==> src/rtl/pixel_fmt_osd.sv <==
module pixel_fmt_osd #(
  parameter int DW = 8
) (
  input  logic          clk,
  input  logic          rst_n,
  input  logic          pix_en,
  input  logic          hsync_n,
  input  logic          vid_active,
  input  logic [1:0]    in_mode,
  input  logic [DW-1:0] r_in,
  input  logic [DW-1:0] g_in,
  input  logic [DW-1:0] b_in,
  input  logic          osd_en,
  input  logic [2:0]    osd_rgb,
  input  logic          uv_swap,
  output logic [DW-1:0] y_out,
  output logic [DW-1:0] u_out,
  output logic [DW-1:0] v_out,
  output logic          out_valid,
  output logic          out_is_rgb,
  output logic [DW:0]   thru_y,
  output logic [DW:0]   thru_comp,
  output logic [DW:0]   thru_chroma
);
  localparam int SH = DW - 8;

  function automatic logic [23:0] palette(input logic [2:0] c);
    case (c)
      3'b000:  palette = 24'h10_80_80;
      3'b001:  palette = 24'h28_F1_6D;
      3'b010:  palette = 24'h90_36_22;
      3'b011:  palette = 24'hA9_A5_10;
      3'b100:  palette = 24'h51_5A_F0;
      3'b101:  palette = 24'h6A_C9_DD;
      3'b110:  palette = 24'hD2_0E_92;
      default: palette = 24'hEB_80_80;
    endcase
  endfunction

  logic          hs_d, ph_q;
  logic [1:0]    s_mode;
  logic          s_act, s_osd;
  logic [2:0]    s_osdc;
  logic [DW-1:0] s_r, s_g, s_b;
  logic [DW-1:0] hold_u, hold_v;

  wire hs_fall = hs_d & ~hsync_n;
  wire ph_cur  = hs_fall ? 1'b0 : ~ph_q;

  logic [DW-1:0] pu, pv;
  always_comb begin
    if (ph_cur) begin
      pu = uv_swap ? b_in : s_b;
      pv = uv_swap ? s_b  : b_in;
    end else begin
      pu = hold_u;
      pv = hold_v;
    end
  end

  wire        use_osd = s_osd & ~s_mode[1];
  wire [23:0] pal     = palette(s_osdc);
  wire [DW-1:0] pal_y = DW'(pal[23:16]) << SH;
  wire [DW-1:0] pal_u = DW'(pal[15:8])  << SH;
  wire [DW-1:0] pal_v = DW'(pal[7:0])   << SH;
  wire        is_yuv  = (s_mode == 2'b01);

  wire [DW-1:0] nx_y = use_osd ? pal_y : (is_yuv ? s_g : s_r);
  wire [DW-1:0] nx_u = use_osd ? pal_u : (is_yuv ? pu  : s_g);
  wire [DW-1:0] nx_v = use_osd ? pal_v : (is_yuv ? pv  : s_b);
  wire          nx_valid = s_act & ~s_mode[1];

  always_ff @(posedge clk) begin
    if (!rst_n) begin
      hs_d <= 1'b1;  ph_q <= 1'b1;
      s_mode <= '0;  s_act <= 1'b0;  s_osd <= 1'b0;  s_osdc <= '0;
      s_r <= '0;  s_g <= '0;  s_b <= '0;
      hold_u <= '0;  hold_v <= '0;
      y_out <= '0;  u_out <= '0;  v_out <= '0;
      out_valid <= 1'b0;  out_is_rgb <= 1'b0;
      thru_y <= '0;  thru_comp <= '0;  thru_chroma <= '0;
    end else if (pix_en) begin
      hs_d   <= hsync_n;
      ph_q   <= ph_cur;
      s_mode <= in_mode;
      s_act  <= vid_active;
      s_osd  <= osd_en & vid_active;
      s_osdc <= osd_rgb;
      s_r <= r_in;  s_g <= g_in;  s_b <= b_in;
      if (ph_cur) begin
        hold_u <= pu;
        hold_v <= pv;
      end
      y_out <= nx_y;  u_out <= nx_u;  v_out <= nx_v;
      out_valid   <= nx_valid;
      out_is_rgb  <= nx_valid & (s_mode == 2'b00) & ~use_osd;
      thru_y      <= {s_r, s_osdc[2]};
      thru_comp   <= {s_g, s_osdc[1]};
      thru_chroma <= {s_b, s_osdc[0]};
    end
  end
endmodule

==> config.mk <==
export PLATFORM = sky130hd
export DESIGN_NAME = pixel_fmt_osd
export DESIGN_NICKNAME = d
export VERILOG_FILES = /design/src/rtl/pixel_fmt_osd.sv
export SDC_FILE = /design/constraint.sdc
export NUM_CORES = 1
export LEC_CHECK = 0
export ABC_AREA = 1
export BUFFER_PORTS_ARGS = -buffer_cell sky130_fd_sc_hd__buf_4
export CAP_MARGIN = 30
export CORE_ASPECT_RATIO = 0.5
export CORE_MARGIN = 2
export CORE_UTILIZATION = 38
export DETAILED_ROUTE_END_ITERATION = 7
export GPL_TIMING_DRIVEN = 0
export PLACE_DENSITY = 0.64
export SYNTH_ARGS = -nofsm -noshare
export SYNTH_HDL_FRONTEND = slang
export SYNTH_SLANG_ARGS = --single-unit
==> constraint.sdc <==
create_clock -name clk -period 2.14 [get_ports clk]
set_clock_uncertainty 0.2 [all_clocks]
set_input_delay 0.428 -clock clk [delete_from_list [all_inputs] [get_ports clk]]
set_output_delay 0.428 -clock clk [all_outputs]
set_load 0.02 [all_outputs]
==> impl_metrics.json <==
{
  "power_leakage_nw": 2.464,
  "design_area_sq_um": 5539,
  "internal_power_mw": 3.199,
  "cts_tree": "yes",
  "r2r_slack_ns": 0.48,
  "clockBufferDepth": 2,
  "grt_use_total_pct": 22.31,
  "synthTopCellsByArea": "dfxtp_1 46%, nand2_1 12%, a21oi_1 11%",
  "cp_max_fo": 10,
  "grt_pass1_vias": 3946,
  "n_fill_cell": 1158,
  "maxCapViolCount": 0,
  "power.density_nw_per_um2": 808.7,
  "pwr-share-clk_pct": 36.7,
  "worstPathRequired_ns": 2.15,
  "dp_hpwl_um": 10470,
  "yosys.area.top_type": "dfxtp_1",
  "period_share_pct": 77.49,
  "seqPwrFrac_pct": 46.6,
  "final.min_clock_period_ns": 1.658,
  "peakVddDrop_v": 0.0004020,
  "drc_errors": 0,
  "synth_top_area_share_pct": 46.36,
  "hold_class": "primary input to register",
  "yosysUniqueCellTypes": 29,
  "cp-end-kind": "register",
  "area_growth_pct": 25.77,
  "drt_iter0_drc": 438,
  "grt_overflow": 0,
  "combinationalPowerShare_pct": 16.6,
  "syn_inst": 615,
  "gp_congestion": 0.9350,
  "post_cts_resized": 0,
  "power_mw": 4.479,
  "cts.sinks": 102,
  "ys_seq_area_share_pct": 46.36,
  "drt_wl_total_um": 14020,
  "fin_tns_setup_ns": 0,
  "final_nets": 750,
  "slew_violations": 0,
  "max_freq_mhz": 603.1,
  "p_switching_mw": 1.281,
  "cp-start-kind": "register",
  "finalHoldViolCount": 0,
  "ys_ff_latch": 102,
  "clockRootBuffer": "clkbuf_16",
  "antenna_left": 0,
  "core_area_sq_um": 11150,
  "start_util_pct": 39.51,
  "antenna_cells": 0,
  "multiInputGateArea_sq_um": 1941,
  "p_sw_share_pct": 28.59,
  "die_x_um": 156.3,
  "core.rowCount": 27,
  "dr.pass1.iters": 5,
  "cts_hold_buf": 0,
  "antenna_found_initial": 0,
  "postSynthAreaPerCell_sq_um": 7.161,
  "htree_levels": 3,
  "cts_setup_buffers": 0,
  "path_class": "register to register",
  "placement.io_buffers": 88,
  "grt_max_degree": 17,
  "wl_per_cell_um": 16.22,
  "cp.arrival_ns": 1.67,
  "num_vias": 4466,
  "syn_nets": 651,
  "setup_violations": 0,
  "clkLatencyLatePin_ns": 0.35,
  "ios": 89,
  "yosysWarnings": 0,
  "numCtsBuffers": 9,
  "syn_area_sq_um": 4404,
  "dieArea_sq_um": 12520,
  "tightest_slew_ns": 0.6767,
  "placed_area_sq_um": 5246,
  "dieHeight_um": 80.13,
  "status": "completed",
  "regArea_sq_um": 2042,
  "slew-limit-headroom_pct": 54.89,
  "rsz0062_at_grt": "no",
  "clkTransAtPathRegs_ns": 0.07,
  "grt_pass1_wl_um": 21110,
  "vias_per_cell": 5.169,
  "drive_gt1_share_pct": 20.31
}
-- metrics by stage --
step	hold WS [ns]	setup WS [ns]	std cells	util [%]
after detailed placement	0.2342	0.2803	848	47.06
after global routing	0.1155	0.3915	864	49.69
final	0.1061	0.4818	864	49.69
after global placement	0.2282	0.2767	848	47.06
after CTS	0.1006	0.5154	864	49.69
after floorplan	0.2191	0.6627	615	-
-- worst paths after layout --
| path | from | end | depth (start not counted) |
|---|---|---|---|
| max | hs_d | u_out[3] | 7 |
| min | g_in[7] | s_g[7] | 3 |
| max reg2reg | hs_d | u_out[3] | 7 |
| min reg2reg | hold_u[1] | hold_u[1] | 2 |
-- placed cells by master, fill, tap and decap left out, drive strengths merged --
cell type,synthesis,layout
nor2,48,48
o21ai,91,91
buf,27,115
clkinv,0,3
clkinvlp,0,1
nand4,2,2
o22ai,1,1
inv,59,59
a211oi,1,1
bufinv,0,1
a22oi,1,1
o211ai,2,2
dfxtp,102,102
o31ai,7,7
a21oi,96,96
nand2,141,141
nand3,20,20
a31oi,2,2
a21boi,2,2
a32oi,1,1
clkbuf,12,23
-- critical path, cell delays in order (launching register included) --
cell	delay (ns)
dfxtp_1	0.34
a21oi_2	0.23
buf_2	0.26
nand2_1	0.07
o21ai_0	0.16
nand2_1	0.09
nand2_1	0.10
a21oi_1	0.07
-- power by group through the flow --
stage / clock, mW / sequential, mW / combinational (mW)
2_1_floorplan: 0 / 2.19 / 0.363
3_3_place_gp: 0 / 2.13 / 0.732
3_5_place_dp: 0 / 2.13 / 0.735
4_1_cts: 1.67 / 2.09 / 0.739
5_1_grt: 1.74 / 2.10 / 0.814
6_report: 1.65 / 2.09 / 0.746
-- cells by family (layout without fill, tap and decap cells) --
| family | Yosys count | after routing | share of synthesized area [%] |
|---|---|---|---|
| buffers and inverters | 98 | 202 | 9.574 |
| AOI/OAI and AO/OA | 204 | 204 | 24.43 |
| and+or+nand+nor | 211 | 211 | 19.63 |
| DFF | 102 | 102 | 46.36 |
-- cell usage after synthesis --
cell        n
nand4_1     2
buf_6       3
a21oi_1    93
o21ai_0    87
nand2_4     1
inv_1      52
nand2_1   137
o211ai_1    2
dfxtp_1   102
a21oi_2     3
nor2_4      2
o22ai_1     1
a21boi_0    2
inv_2       7
buf_2      22
nor2_1     46
o21ai_1     3
buf_4       1
nand3_1    19
o21ai_2     1
a31oi_1     2
clkbuf_1   12
a22oi_1     1
nand3_4     1
buf_1       1
a32oi_1     1
o31ai_1     7
a211oi_1    1
nand2_2     3
-- layer usage --
layer / vias up / track usage (%) / part of all wire (%)
met3: 13 / 3.886 / 5.4
li1: 2206 / - / -
met2: 143 / 32.78 / 43
met1: 2104 / 33.82 / 51
met5: - / 0 / 0
met4: 0 / 4.771 / 0.85
-- sequential cells by signal, summed over array words and instances (netlist names) --
signal / cells
s_act: 1
thru_comp: 9
s_mode: 2
ph_q: 1
thru_chroma: 9
s_r: 8
v_out: 8
out_is_rgb: 1
u_out: 8
s_b: 8
y_out: 8
s_osdc: 3
thru_y: 9
s_g: 8
s_osd: 1
hold_v: 8
hs_d: 1
out_valid: 1
hold_u: 8
-- cell type report --
class                      count  share of cell area, %
clock buffer                  11                  4.201
inverter                      59                  3.998
buffer                        39                  3.614
tap                          145                  3.275
clock inverter                 5                  1.084
multi-input combinational    415                  35.04
sequential                   102                  36.86
timing repair buffer          88                  11.93
(Power assumes the default switching activity.)
